**src/rtl/ilv_mont_pkg.sv**
```systemverilog
package ilv_mont_pkg;
  function automatic logic fa_sum(input logic x, input logic y, input logic z);
    return x ^ y ^ z;
  endfunction

  function automatic logic fa_carry(input logic x, input logic y, input logic z);
    return (x & y) | (x & z) | (y & z);
  endfunction
endpackage

```
**src/rtl/ilv_mont_cell.sv**
```systemverilog
module ilv_mont_cell
  import ilv_mont_pkg::*;
(
  input  logic x,
  input  logic y,
  input  logic v,
  input  logic g,
  output logic s,
  output logic c
);
  logic z;
  assign z = g & v;
  assign s = fa_sum(x, y, z);
  assign c = fa_carry(x, y, z);
endmodule

```
**src/rtl/ilv_mont_row.sv**
```systemverilog
module ilv_mont_row #(
  parameter int W = 10
) (
  input  logic [W-1:0] x,
  input  logic [W-1:0] y,
  input  logic [W-1:0] v,
  input  logic         g,
  output logic [W-1:0] s,
  output logic [W-1:0] c
);
  for (genvar j = 0; j < W; j++) begin : g_cell
    ilv_mont_cell u_cell (
      .x(x[j]), .y(y[j]), .v(v[j]), .g(g), .s(s[j]), .c(c[j])
    );
  end
endmodule

```
**src/rtl/ilv_mont_ctrl.sv**
```systemverilog
module ilv_mont_ctrl #(
  parameter int NB = 8
) (
  input  logic clk,
  input  logic rst,
  input  logic start,
  output logic upd,
  output logic bgate,
  output logic load,
  output logic emit,
  output logic lane
);
  localparam int LAST = 4 * NB + 2;
  localparam int CW   = $clog2(LAST + 2);
  localparam logic [CW-1:0] K_BEND  = CW'(2 * NB);
  localparam logic [CW-1:0] K_UEND  = CW'(2 * NB + 2);
  localparam logic [CW-1:0] K_OBEG  = CW'(2 * NB + 3);
  localparam logic [CW-1:0] K_LAST  = CW'(LAST);

  logic [CW-1:0] cnt;
  logic          run;

  always_ff @(posedge clk) begin
    if (rst) begin
      run <= 1'b0;
      cnt <= '0;
    end else if (start) begin
      run <= 1'b1;
      cnt <= '0;
    end else if (run) begin
      cnt <= cnt + 1'b1;
      if (cnt == K_LAST) run <= 1'b0;
    end
  end

  assign upd   = run && (cnt <= K_UEND);
  assign bgate = cnt < K_BEND;
  assign load  = run && ((cnt == K_UEND) || (cnt == K_OBEG));
  assign emit  = run && (cnt >= K_OBEG) && (cnt <= K_LAST);
  assign lane  = ~cnt[0];
endmodule

```
**src/rtl/ilv_mont_serout.sv**
```systemverilog
module ilv_mont_serout
  import ilv_mont_pkg::*;
#(
  parameter int W = 10
) (
  input  logic         clk,
  input  logic         rst,
  input  logic         en,
  input  logic         load,
  input  logic [W-1:0] in_s,
  input  logic [W-1:0] in_c,
  output logic         bit_o
);
  logic [W-1:0] fs, bs;
  logic [W:0]   fc, bc;
  logic         fcy, bcy;

  assign bit_o = fa_sum(fs[0], fc[0], fcy);

  always_ff @(posedge clk) begin
    if (rst) begin
      fs  <= '0;
      fc  <= '0;
      fcy <= 1'b0;
      bs  <= '0;
      bc  <= '0;
      bcy <= 1'b0;
    end else if (en) begin
      if (load) begin
        fs  <= in_s;
        fc  <= {in_c, 1'b0};
        fcy <= 1'b0;
      end else begin
        fs  <= bs;
        fc  <= bc;
        fcy <= bcy;
      end
      bs  <= fs >> 1;
      bc  <= fc >> 1;
      bcy <= fa_carry(fs[0], fc[0], fcy);
    end
  end
endmodule

```
**src/rtl/ilv_mont_mul.sv**
```systemverilog
module ilv_mont_mul #(
  parameter int WIDTH = 8
) (
  input  logic             clk,
  input  logic             rst,
  input  logic             start,
  input  logic [WIDTH-1:0] a_in,
  input  logic [WIDTH-1:0] m_in,
  input  logic             b_in,
  output logic             res_bit,
  output logic             res_valid,
  output logic             res_lane
);
  localparam int W = WIDTH + 2;

  logic [W-1:0] a_r, m_r;
  logic [W-1:0] cur_s, cur_c, mid_s, mid_c;
  logic [W-1:0] l1_s, l1_c, l2_s, l2_c;
  logic         b_reg;
  logic         upd, bgate, load, emit, lane, ser_bit;

  ilv_mont_ctrl #(.NB(WIDTH)) u_ctrl (
    .clk(clk), .rst(rst), .start(start),
    .upd(upd), .bgate(bgate), .load(load), .emit(emit), .lane(lane)
  );

  // first row: add the modulus gated by the quotient bit of the lane entering
  ilv_mont_row #(.W(W)) u_row_mod (
    .x(cur_s), .y(cur_c << 1), .v(m_r), .g(cur_s[0]),
    .s(l1_s), .c(l1_c)
  );

  // second row: halve the even sum of the other lane and add the gated multiplicand
  ilv_mont_row #(.W(W)) u_row_mul (
    .x(mid_s >> 1), .y(mid_c), .v(a_r), .g(b_reg),
    .s(l2_s), .c(l2_c)
  );

  always_ff @(posedge clk) begin
    if (rst) begin
      a_r   <= '0;
      m_r   <= '0;
      cur_s <= '0;
      cur_c <= '0;
      mid_s <= '0;
      mid_c <= '0;
      b_reg <= 1'b0;
    end else if (start) begin
      a_r   <= {2'b00, a_in};
      m_r   <= {2'b00, m_in};
      cur_s <= '0;
      cur_c <= '0;
      mid_s <= '0;
      mid_c <= '0;
      b_reg <= 1'b0;
    end else if (upd) begin
      cur_s <= l2_s;
      cur_c <= l2_c;
      mid_s <= l1_s;
      mid_c <= l1_c;
      b_reg <= bgate & b_in;
    end
  end

  ilv_mont_serout #(.W(W)) u_ser (
    .clk(clk), .rst(rst), .en(load | emit), .load(load),
    .in_s(cur_s), .in_c(cur_c), .bit_o(ser_bit)
  );

  always_ff @(posedge clk) begin
    if (rst || start) begin
      res_valid <= 1'b0;
      res_lane  <= 1'b0;
      res_bit   <= 1'b0;
    end else begin
      res_valid <= emit;
      res_lane  <= emit & lane;
      res_bit   <= emit & ser_bit;
    end
  end
endmodule

```
**config.mk**
```make
export PLATFORM = sky130hd
export DESIGN_NAME = ilv_mont_mul
export DESIGN_NICKNAME = d
export VERILOG_FILES = /design/src/rtl/ilv_mont_pkg.sv /design/src/rtl/ilv_mont_cell.sv /design/src/rtl/ilv_mont_row.sv /design/src/rtl/ilv_mont_ctrl.sv /design/src/rtl/ilv_mont_serout.sv /design/src/rtl/ilv_mont_mul.sv
export SDC_FILE = /design/constraint.sdc
export NUM_CORES = 1
export LEC_CHECK = 0
export BUFFER_PORTS_ARGS = -buffer_cell sky130_fd_sc_hd__buf_2
export CELL_PAD_IN_SITES_DETAIL_PLACEMENT = 2
export CELL_PAD_IN_SITES_GLOBAL_PLACEMENT = 2
export CORE_MARGIN = 3
export CORE_UTILIZATION = 42
export CTS_CLUSTER_DIAMETER = 200
export DETAILED_ROUTE_END_ITERATION = 12
export GPL_TIMING_DRIVEN = 0
export PLACE_DENSITY_LB_ADDON = 0.1
export SKIP_LAST_GASP = 1
export SLEW_MARGIN = 20
export SYNTH_ARGS = -nofsm -noshare
export SYNTH_HDL_FRONTEND = slang
export SYNTH_SLANG_ARGS = --single-unit
```
**constraint.sdc**
```tcl
create_clock -name clk -period 2.9 [get_ports clk]
set_input_delay 0.58 -clock clk [delete_from_list [all_inputs] [get_ports clk]]
set_output_delay 0.58 -clock clk [all_outputs]
set_load 0.1 [all_outputs]
```
==> out/summary.log <==
INFO  power_and_ir_drop worst_ir_drop_vdd=0.3700mV
INFO  detailed_routing routed-wl-met3=331µm
INFO  finish         post-route-cell-area=0.005130mm²
INFO  timing         post-route-min-period=2241ps
INFO  synthesis      async_flop_share=0%
INFO  timing         max-slew-margin-rel=42.99%
INFO  synthesis      post_synth_xor_area_fraction=0.7523%
INFO  setup_path     cp_num_buf_inv=1
INFO  synthesis      ys.warnings.count=0
INFO  detailed_routing drt_drc_violations_left=0
INFO  global_route   first_global_vias=4265
INFO  synthesis      synth_largest_area_cell=sky130_fd_sc_hd__dfxtp_1
INFO  timing         max_clock_freq=0.4462GHz
INFO  timing         final-max-slew-violation-count=0
INFO  detailed_routing routed.top_layer=met4
INFO  synthesis      synthDistinctLibCells=37
INFO  setup_path     crit_path_max_incr_delay=580ps
INFO  detailed_routing finalWirelength=14180µm
INFO  cts            hold_buffers=0
INFO  placed_design  placement.io_buffers=21
INFO  finish         fillerInstances=1174
INFO  synthesis      synth_top_flop_cell=sky130_fd_sc_hd__dfxtp_1
INFO  setup_path     rr_endpoint=u_ser.bc[3]
INFO  detailed_routing m1WireLength=6064µm
INFO  global_route   grt_pass1_wl=23340µm
INFO  synthesis      synthesized_area_fraction_occupied_by_ao_oa_aoi_and_oai_cells=16.63%
INFO  min_path       number_of_instances_on_the_worst_hold_path=3
INFO  cts            post_cts_buffers=0
INFO  die            chipHeight=111.3µm
INFO  setup_path     start_kind=flop
INFO  die            core_area=0.01056mm²
INFO  cts            tritoncts.num_buffers=9
INFO  min_path       worst_hold_path_type=in -> reg
INFO  detailed_routing detail_route.vias_per_cell=5.467
INFO  cts            clock_tree.htree_level_count=3
INFO  placed_design  place_area=0.004932mm²
INFO  timing         finalSetupViolCount=0
INFO  placed_design  placedCellCount=656
INFO  cts            postCtsResizedCells=0
INFO  synthesis      syn_nets=539
INFO  setup_path     critPathArrivalTime=2550ps
INFO  die            dieArea=0.01239mm²
INFO  finish         finalCoreUtilization=48.60%
INFO  synthesis      ys_top_cells_by_area=sky130_fd_sc_hd__dfxtp_1, sky130_fd_sc_hd__fa_1, sky130_fd_sc_hd__nor2_1
INFO  synthesis      yosysTopAreaCellShare=45.14%
INFO  flow_run       drv.max_cap_violation_count=0
INFO  outcome        status=finished, final reports clean
INFO  setup_path     worstRegToRegCells=5
INFO  synthesis      synth_edf_count=0
INFO  global_route   grt.total_usage=24.13%
INFO  timing         tightestPinTransition=855.2ps
INFO  setup_path     largest_fanout_on_the_critical_path=10
INFO  placed_design  gp_congestion=0.7777
INFO  setup_path     endpoint_kind=flop
INFO  placed_design  hpwlAfterDp=10240µm
INFO  cts            cts_tree=done
INFO  synthesis      yosys_register_bits=105
INFO  setup_path     crit_family=compound AO/OA/AOI/OAI gates
INFO  synthesis      post_synth_fa_ha_maj_area_fraction=7.953%
INFO  setup_path     cp_cell_sequence=ha_1 -> o211ai_2 -> clkbuf_1 -> nand3_1 -> a21oi_1
INFO  detailed_routing vias_after_detailed_routing=3663
INFO  timing         tns=0ps
INFO  power_and_ir_drop cellPowerDensity=518.5mW/mm²
INFO  synthesis      synth_area=0.004657mm²
INFO  die            placementRows=37
INFO  detailed_routing drtAntennaViolNets=0
INFO  detailed_routing post_drt_wl_per_cell=21.16µm
INFO  global_route   grt_antenna_before_repair=0
INFO  finish         synthToLayoutAreaGrowth=10.16%
INFO  power_and_ir_drop static-leakage-power=1.791nW
INFO  cts            max-clock-path-buffers=2
INFO  timing         fin_skew=9.454ps
INFO  setup_path     reg2reg_slack=660ps
INFO  synthesis      synth_seq_area_share=45.14%
INFO  die            i_o_pin_count=23
INFO  detailed_routing drtIter0Drc=158
INFO  timing         min_period_over_period=77.29%
INFO  synthesis      combinational_family_with_the_most_area_after_synthesis=compound AO/OA/AOI/OAI gates
INFO  global_route   grt.overflow.total=0
INFO  timing         grt_setup_unrepaired=no
INFO  synthesis      synthCells=499
INFO  finish         antennaDiodeCount=0
INFO  timing         timing.final.hold_violations=0
INFO  finish         drive_above_1_share=15.92%
INFO  setup_path     crit-reg2reg-launch=u_ctrl.cnt[0]
INFO  min_path       worstHoldEndpoint=a_r[3]
INFO  min_path       hp-start=a_in[3]
INFO  synthesis      synthSimpleGateAreaFrac=16.28%
INFO  setup_path     data_required_time_of_the_critical_path=3210ps
INFO  finish         finalNonFillerCells=670
INFO  synthesis      multiplexer_share_of_the_synthesized_area=5.588%
INFO  cts            clkSlewWorstSetupHoldPaths=100ps
INFO  global_route   pin_count_of_the_biggest_net_entering_global_routing=16
INFO  die            fp.dieW=111.3µm
INFO  die            start_util=44.12%
INFO  detailed_routing firstDrtPassIters=4
INFO  cts            latest_clock_arrival_within_the_worst_skew_pair=380ps
INFO  setup_path     crit_slowest_cell=sky130_fd_sc_hd__o211ai_2
INFO  detailed_routing detailroute.wirelength.met2=7426µm
INFO  cts            tritoncts_num_sinks=105
INFO  synthesis      syn-mean-instance-area=9.333µm²
INFO  setup_path     timing_worst_setup_path_type=reg -> reg
INFO  cts            cts_root_buf=sky130_fd_sc_hd__clkbuf_8
INFO  finish         design.final.nets=571
-- routing by layer --
layer	GRT usage, %	vias up
met2	43.02	38
li1	-	1735
met1	28.79	1865
met5	0	-
met3	5.513	25
met4	7.624	0
-- tightest hold or removal path, cell delays in order --
cell and delay, ps:
sky130_fd_sc_hd__buf_2 80, sky130_fd_sc_hd__mux2i_1 60, sky130_fd_sc_hd__nor2_1 70
-- logic make-up (layout without fill, tap and decap cells) --
group                      after synthesis  in the layout
buffers and inverters                   74            109
muxes                                   26             26
adders and majority gates               20             20
and+or+nand+nor                        173            173
DFF                                    105            105
AOI/OAI and AO/OA                       97             97
xor gates and xnor gates                 4              4
-- layout by cell type, fill, tap and decap left out, types with 16 or more instances in the layout --
cell type / Yosys / layout
sky130_fd_sc_hd__dfxtp_1: 105 / 105
sky130_fd_sc_hd__nor2_1: 79 / 79
sky130_fd_sc_hd__nand2_1: 47 / 47
sky130_fd_sc_hd__inv_1: 33 / 33
sky130_fd_sc_hd__buf_2: 11 / 32
sky130_fd_sc_hd__a211oi_1: 31 / 31
sky130_fd_sc_hd__mux2i_1: 26 / 26
sky130_fd_sc_hd__a21oi_1: 24 / 24
sky130_fd_sc_hd__nand3_1: 22 / 22
sky130_fd_sc_hd__clkbuf_1: 18 / 19
sky130_fd_sc_hd__o21ai_0: 19 / 19
sky130_fd_sc_hd__a311oi_2: 16 / 16
sky130_fd_sc_hd__fa_1: 16 / 16
-- worst max path at each step --
stage / from / end / cells past startpoint / slack, ps
after floorplan: u_ctrl.cnt[0] / u_ser.bc[0] / 7 / 1110
after global placement: start / u_ctrl.cnt[2] / 5 / 600
after detailed placement: start / u_ctrl.cnt[0] / 5 / 550
after CTS: u_ctrl.cnt[0] / u_ser.fc[7] / 5 / 630
after global routing: u_ctrl.cnt[0] / u_ser.bc[3] / 5 / 450
final: u_ctrl.cnt[0] / u_ser.bc[3] / 5 / 660
-- through the flow --
stage	hold WS [ps]	total power [mW]	setup WS [ps]
floorplan	443.1	1.638	1114
detailed placement	463.8	1.713	547.3
global placement	451.9	1.695	599.1
CTS	426.0	2.687	626.3
finish	434.6	2.660	658.7
global route	441.4	2.768	447.7
-- area by class of cell --
type | count | area [µm²] | share of cell area (%)
Sequential cell | 105 | 2102 | 40.98
Buffer | 41 | 232.7 | 4.537
Clock buffer | 10 | 127.6 | 2.488
Clock inverter | 4 | 70.07 | 1.366
Multi-Input combinational cell | 320 | 2198 | 42.85
Timing Repair Buffer | 21 | 105.1 | 2.049
Inverter | 33 | 123.9 | 2.415
Tap cell | 136 | 170.2 | 3.317
-- synthesized netlist by cell type (2+ instances only) --
library cell,n
sky130_fd_sc_hd__a211oi_1,31
sky130_fd_sc_hd__a21oi_1,24
sky130_fd_sc_hd__a311oi_2,16
sky130_fd_sc_hd__buf_1,3
sky130_fd_sc_hd__buf_2,11
sky130_fd_sc_hd__buf_4,3
sky130_fd_sc_hd__buf_6,5
sky130_fd_sc_hd__clkbuf_1,18
sky130_fd_sc_hd__dfxtp_1,105
sky130_fd_sc_hd__fa_1,16
sky130_fd_sc_hd__ha_1,4
sky130_fd_sc_hd__inv_1,33
sky130_fd_sc_hd__mux2i_1,26
sky130_fd_sc_hd__nand2_1,47
sky130_fd_sc_hd__nand2_2,9
sky130_fd_sc_hd__nand2b_1,3
sky130_fd_sc_hd__nand3_1,22
sky130_fd_sc_hd__nand4_1,2
sky130_fd_sc_hd__nor2_1,79
sky130_fd_sc_hd__nor3_1,5
sky130_fd_sc_hd__o21ai_0,19
sky130_fd_sc_hd__xor2_1,3
-- report_power, final --
| part | total, mW | internal [mW] | switching [mW] |
|---|---|---|---|
| logic | 0.185 | 0.0611 | 0.124 |
| registers | 1.49 | 1.47 | 0.0226 |
| clock network | 0.980 | 0.475 | 0.505 |
| total | 2.66 | 2.01 | 0.651 |
Note: power is estimated with default switching activity, not from simulation.
